File: src/rtl/i2c_am_pkg.sv
// Package: shared widths, the matcher phase type and the per-byte verdict record.
// Assumes bytes are 8 bits and addresses are at most 10 bits, as the protocol fixes.
package i2c_am_pkg;
    localparam int BYTE_W = 8;
    localparam int ADDR_W = 10;
    localparam int A7_W   = 7;
    localparam int HI_W   = ADDR_W - BYTE_W;
    localparam int PFX_W  = BYTE_W - HI_W - 1;

    typedef enum logic [2:0] {
        PH_IDLE = 3'd0,
        PH_HDR  = 3'd1,
        PH_LOW  = 3'd2,
        PH_SEL  = 3'd3,
        PH_SKIP = 3'd4
    } am_phase_e;

    typedef struct packed {
        logic hit;
        logic go_low;
        logic sel;
        logic rd;
        logic gc;
        logic ten;
    } am_verdict_t;
endpackage

File: src/rtl/am_mask_eq.sv
// Masked equality: eq is 1 when every position not marked don't-care agrees.
// Assumes dc bit 1 = ignore. Purely combinational.
module am_mask_eq #(
    parameter int W = 7
) (
    input  logic [W-1:0] rx,
    input  logic [W-1:0] ref_a,
    input  logic [W-1:0] dc,
    output logic         eq
);
    logic [W-1:0] diff;

    // Per-bit disagreement, masked out where don't-care.
    always_comb begin
        diff = (rx ^ ref_a) & ~dc;
        eq   = (diff == '0);
    end
endmodule

File: src/rtl/am_classify.sv
// Classifier: gives the combinational verdict for the byte on byte_in in the
// current phase. Assumes phase_low is 1 only when a 10-bit low byte is expected.
module am_classify
    import i2c_am_pkg::*;
#(
    parameter logic [PFX_W-1:0] HDR_PFX = 5'b11110
) (
    input  logic [BYTE_W-1:0] byte_in,
    input  logic [ADDR_W-1:0] cfg_addr,
    input  logic [ADDR_W-1:0] cfg_mask,
    input  logic              cfg_ten_bit,
    input  logic              cfg_gc_en,
    input  logic              cfg_strict,
    input  logic              phase_low,
    input  logic              ten_seen,
    output am_verdict_t       verdict
);
    localparam logic [3:0] RSV_LO = 4'b0000;
    localparam logic [3:0] RSV_HI = 4'b1111;

    logic              eq7, eq_hi, eq_lo;
    logic [A7_W-1:0]   dc7;
    logic              is_gc, is_hdr, is_rsv, rw;

    // 7-bit mask: address bit 0 is never a don't-care in this mode.
    always_comb dc7 = {cfg_mask[A7_W-1:1], 1'b0};

    am_mask_eq #(.W(A7_W)) u_eq7 (
        .rx(byte_in[BYTE_W-1:1]), .ref_a(cfg_addr[A7_W-1:0]), .dc(dc7), .eq(eq7)
    );
    am_mask_eq #(.W(HI_W)) u_eq_hi (
        .rx(byte_in[HI_W:1]), .ref_a(cfg_addr[ADDR_W-1:BYTE_W]),
        .dc(cfg_mask[ADDR_W-1:BYTE_W]), .eq(eq_hi)
    );
    am_mask_eq #(.W(BYTE_W)) u_eq_lo (
        .rx(byte_in), .ref_a(cfg_addr[BYTE_W-1:0]),
        .dc(cfg_mask[BYTE_W-1:0]), .eq(eq_lo)
    );

    // Byte classes used by every decision.
    always_comb begin
        is_gc  = (byte_in == '0);
        is_hdr = (byte_in[BYTE_W-1:HI_W+1] == HDR_PFX);
        is_rsv = (byte_in[BYTE_W-1:BYTE_W-4] == RSV_LO) ||
                 (byte_in[BYTE_W-1:BYTE_W-4] == RSV_HI);
        rw     = byte_in[0];
    end

    // Verdict selection by phase and mode.
    always_comb begin
        verdict = '0;
        if (phase_low) begin
            verdict.hit = eq_lo;
            verdict.sel = eq_lo;
            verdict.ten = eq_lo;
        end else if (is_gc) begin
            verdict.hit = cfg_gc_en;
            verdict.sel = cfg_gc_en;
            verdict.gc  = cfg_gc_en;
        end else if (cfg_ten_bit) begin
            if (is_hdr && eq_hi) begin
                if (!rw) begin
                    verdict.hit    = 1'b1;
                    verdict.go_low = 1'b1;
                end else if (ten_seen) begin
                    verdict.hit = 1'b1;
                    verdict.sel = 1'b1;
                    verdict.rd  = 1'b1;
                end
            end
        end else if (eq7 && !(cfg_strict && is_rsv)) begin
            verdict.hit = 1'b1;
            verdict.sel = 1'b1;
            verdict.rd  = rw;
        end
    end
endmodule

File: src/rtl/am_seq.sv
// Sequencer: holds the matcher phase and status flags and registers the verdict.
// Assumes start_det and stop_det are single-cycle pulses; Stop wins if both come.
module am_seq
    import i2c_am_pkg::*;
(
    input  logic        clk,
    input  logic        rst_n,
    input  logic        start_det,
    input  logic        stop_det,
    input  logic        byte_vld,
    input  am_verdict_t verdict,
    output logic        phase_low,
    output logic        ack_vld,
    output logic        ack_hit,
    output logic        sel,
    output logic        rd_dir,
    output logic        gc_flag,
    output logic        ten_flag
);
    am_phase_e phase;
    logic      take;

    // An address byte is taken only in an address phase and without a bus event.
    always_comb begin
        take      = byte_vld && !start_det && !stop_det &&
                    ((phase == PH_HDR) || (phase == PH_LOW));
        phase_low = (phase == PH_LOW);
    end

    // Phase, verdict and flag registers.
    always_ff @(posedge clk) begin
        if (!rst_n) begin
            phase    <= PH_IDLE;
            ack_vld  <= 1'b0;
            ack_hit  <= 1'b0;
            sel      <= 1'b0;
            rd_dir   <= 1'b0;
            gc_flag  <= 1'b0;
            ten_flag <= 1'b0;
        end else if (stop_det) begin
            phase    <= PH_IDLE;
            ack_vld  <= 1'b0;
            ack_hit  <= 1'b0;
            sel      <= 1'b0;
            rd_dir   <= 1'b0;
            gc_flag  <= 1'b0;
            ten_flag <= 1'b0;
        end else if (start_det) begin
            phase    <= PH_HDR;
            ack_vld  <= 1'b0;
            ack_hit  <= 1'b0;
            sel      <= 1'b0;
            rd_dir   <= 1'b0;
        end else begin
            ack_vld <= take;
            ack_hit <= take && verdict.hit;
            if (take) begin
                if (verdict.sel)         phase <= PH_SEL;
                else if (verdict.go_low) phase <= PH_LOW;
                else                     phase <= PH_SKIP;
                sel    <= verdict.sel;
                rd_dir <= verdict.rd;
                if (verdict.gc)  gc_flag  <= 1'b1;
                if (verdict.ten) ten_flag <= 1'b1;
            end
        end
    end
endmodule

File: src/rtl/i2c_addr_match.sv
// Top: I2C slave address matcher. Joins the byte classifier and the sequencer.
// Assumes a byte receiver upstream that pulses byte_vld once per complete byte.
module i2c_addr_match
    import i2c_am_pkg::*;
#(
    parameter logic [PFX_W-1:0] HDR_PFX = 5'b11110
) (
    input  logic              clk,
    input  logic              rst_n,
    input  logic              start_det,
    input  logic              stop_det,
    input  logic              byte_vld,
    input  logic [BYTE_W-1:0] byte_in,
    input  logic [ADDR_W-1:0] cfg_addr,
    input  logic [ADDR_W-1:0] cfg_mask,
    input  logic              cfg_ten_bit,
    input  logic              cfg_gc_en,
    input  logic              cfg_strict,
    output logic              ack_vld,
    output logic              ack_hit,
    output logic              sel,
    output logic              rd_dir,
    output logic              gc_flag,
    output logic              ten_flag
);
    am_verdict_t verdict;
    logic        phase_low;

    am_classify #(.HDR_PFX(HDR_PFX)) u_cls (
        .byte_in(byte_in), .cfg_addr(cfg_addr), .cfg_mask(cfg_mask),
        .cfg_ten_bit(cfg_ten_bit), .cfg_gc_en(cfg_gc_en), .cfg_strict(cfg_strict),
        .phase_low(phase_low), .ten_seen(ten_flag), .verdict(verdict)
    );

    am_seq u_seq (
        .clk(clk), .rst_n(rst_n), .start_det(start_det), .stop_det(stop_det),
        .byte_vld(byte_vld), .verdict(verdict), .phase_low(phase_low),
        .ack_vld(ack_vld), .ack_hit(ack_hit), .sel(sel), .rd_dir(rd_dir),
        .gc_flag(gc_flag), .ten_flag(ten_flag)
    );
endmodule

File: config.mk
export PLATFORM = sky130hd
export DESIGN_NAME = i2c_addr_match
export DESIGN_NICKNAME = d
export VERILOG_FILES = /design/src/rtl/i2c_am_pkg.sv /design/src/rtl/am_mask_eq.sv /design/src/rtl/am_classify.sv /design/src/rtl/am_seq.sv /design/src/rtl/i2c_addr_match.sv
export SDC_FILE = /design/constraint.sdc
export NUM_CORES = 1
export LEC_CHECK = 0
export BUFFER_PORTS_ARGS = -buffer_cell sky130_fd_sc_hd__buf_2
export CORE_MARGIN = 3
export CORE_UTILIZATION = 43
export DETAILED_ROUTE_END_ITERATION = 8
export PLACE_DENSITY = 0.83
export REMOVE_ABC_BUFFERS = 1
export SLEW_MARGIN = 20
export SYNTH_ARGS = -nofsm -noshare
export SYNTH_HDL_FRONTEND = slang
export SYNTH_HIERARCHICAL = 1
export SYNTH_SLANG_ARGS = --single-unit
File: constraint.sdc
create_clock -name clk -period 2.4 [get_ports clk]
set_clock_uncertainty 0.05 [all_clocks]
set_input_delay 0.36 -clock clk [delete_from_list [all_inputs] [get_ports clk]]
set_output_delay 0.36 -clock clk [all_outputs]
set_load 0.005 [all_outputs]
==> flow_metrics.py <==
metrics = {
    "clocking": {
        "clk_path_buf_depth": 2,
        "cts_buffers": 3,
        "clk_latency_ns": 0.26,
        "cts_max_level": 1,
        "postCtsResizedCells": 0,
        "cts_tree": "done",
        "post_cts_buffers": 0,
        "cts-root-buf": "clkbuf_4",
        "clkSinkCount": 9,
        "clk_pin_slew_ns": 0.06,
        "holdBufCountCts": 0,
    },
    "logic_synthesis": {
        "synth_area_sq_um": 757.0,
        "ys.flop_type": "dfxtp_1",
        "async_flop_share": 0,
        "yosysSeqAreaShare": 0.2380,
        "yosys_warnings": 6,
        "syn_area_per_cell_sq_um": 8.802,
        "ys_ff_latch": 9,
        "synthTopCellsByArea": "dfxtp_1 (24%), xnor2_1 (20%), o22ai_1 (5.8%)",
        "synth_top_area_cell": "dfxtp_1",
        "synth_edf_count": 0,
        "synth_top_area_share": 0.2380,
        "syn_inst": 86,
        "ys_types": 30,
    },
    "floorplanning": {
        "die_y_microns": 47.96,
        "start_util": 0.4802,
        "coreArea_sq_um": 1577,
        "die_area_sq_um": 2300,
        "num_rows": 14,
        "die-width_microns": 47.96,
        "io_pins": 42,
    },
    "setup_path": {
        "crit_type": "reg -> reg",
        "r2r_slack_ns": 0.34,
        "cp.arrival_ns": 2.16,
        "cp-start-kind": "register",
        "endpoint_kind": "register",
        "required_ns": 2.49,
        "critical_path.max_fanout": 5,
    },
    "pwr": {
        "leakage_nw": 0.4370,
        "p_sw_frac": 0.2915,
        "p_comb_frac": 0.301,
        "total_power_mw": 0.3857,
        "p_sw_mw": 0.1124,
        "internal_power_mw": 0.2733,
        "clock_power_share": 0.308,
        "seqPwrFrac": 0.392,
        "pwr_density_cell_nw_per_um2": 382.5,
        "ir_worst_vdd_mv": 0.2436,
    },
    "layout": {
        "final_core_util": 0.6397,
        "area_growth_pct": 33.22,
        "insertedDiodeCount": 0,
        "layout_common_cells": "buf_2 (41), xnor2_1 (17), dfxtp_1 (9)",
        "finalNetCount": 168,
        "drive_above_1_share": 0.4122,
        "layout.cells.most_common": "buf_2",
    },
    "timing": {
        "relSlewSlack": 0.5892,
        "setup_ws_ns": 0.3352,
        "hold_ws_ns": 0.3090,
        "rsz0062_at_grt": "no",
        "period_share": 0.8603,
        "final_max_slew_viol_count": 0,
        "fmax_ghz": 0.4843,
        "hold_violations": 0,
        "setup_tns_ns": 0,
        "setup_viol": 0,
        "tightest_slew_ns": 0.6149,
        "min_period_ns": 2.065,
    },
    "drt": {
        "route.detailed.drc": 0,
        "vias_per_cell": 5.429,
        "antenna_left": 0,
        "via_count": 798,
        "drtIter0Drc": 10,
        "first_pass_iters": 4,
        "wl_per_cell_microns": 13.45,
        "wirelength_microns": 1977,
    },
    "grt": {
        "grt_start_max_net_pins": 7,
        "grt_pass1_wl_microns": 3146,
        "grt_pass1_vias": 760,
        "antenna_found_initial": 0,
        "overflow": 0,
        "grt.total_usage": 0.1917,
    },
    "place": {
        "port-buffer-count": 41,
        "place_hpwl_microns": 1685,
        "gp_congestion": 0.8025,
        "place_ws_ns": 0.2531,
    },
    "outcome": {
        "status": "finished, final reports clean",
    },
    "worst_hold_path": {
        "hp-class": "in -> reg",
    },
    "run": {
        "maxCapViolations": 0,
    },
}
metrics by stage:
step | instance area (sq um) | instances
3_3_place_gp | 982.2 | 143
2_1_floorplan | 757.0 | 86
3_5_place_dp | 982.2 | 143
6_report | 1008 | 147
4_1_cts | 1008 | 147
5_1_grt | 1008 | 147
kinds of logic after synthesis:
family / Yosys count / share of synthesized area
muxes: 2 / 0.02645
DFF: 9 / 0.2380
AOI/OAI and AO/OA: 18 / 0.1636
and+or+nand+nor: 34 / 0.3388
other: 1 / 0.004954
buffers and inverters: 4 / 0.01983
xor gates and xnor gates: 18 / 0.2083
per-layer routing:
layer  vias up  track usage  part of all wire
li1        410            -                 -
met1       366       0.2269              0.44
met2        22       0.3325              0.50
met3         0      0.07143             0.053
met4         0      0.03226                 0
met5         -            0                 0
cell type report:
class | count | area, sq um
Tap cell | 16 | 20.02
Fill cell | 150 | 568.0
Sequential cell | 9 | 180.2
Inverter | 4 | 15.01
Multi-Input combinational cell | 73 | 561.8
Clock buffer | 4 | 26.28
Timing Repair Buffer | 41 | 205.2
power groups by stage:
stage                     sequential, mW  clock, mW  combinational [mW]
after floorplan                    0.154          0              0.0613
after detailed placement           0.154          0               0.115
final                              0.151      0.119               0.116
after CTS                          0.151      0.123               0.116
after global placement             0.154          0               0.112
after global routing               0.151      0.134               0.127
worst max-delay path: stages, from the launching register on:
cell and delay [ns]:
dfxtp_1 0.40, nor3b_1 0.45, nor2_1 0.09, and4_1 0.25
nand2_1 0.11, o2111ai_2 0.18, nor4b_4 0.34, nor4_1 0.08
state kept, by name (all words and copies together), names as in the netlist:
name and cells:
u_seq/ack_vld 1, u_seq/sel 1, u_seq/rd_dir 1, u_seq/gc_flag 1, u_seq/ten_flag 1, u_seq/ack_hit 1
u_seq/phase 3
synthesized netlist by cell type, types with 2 or more instances:
master and number:
nor3b_1 3, xnor2_1 17, nor3_1 3, and4_1 2, nand2_1 7, dfxtp_1 9
nor2_1 6, mux2i_1 2, inv_1 4, o22ai_1 7, a21oi_1 3, nor4_1 2
nor4_2 3, a31oi_1 2
worst paths after layout:
check,to,startpoint,cells after the start
worst max register to register,u_seq/phase[1],u_seq/phase[1],7
worst min-delay path,u_seq/phase[1],start_det,2
worst min register to register,u_seq/sel,u_seq/sel,2
worst max-delay path,u_seq/phase[1],u_seq/phase[1],7
(Power assumes the default switching activity.)
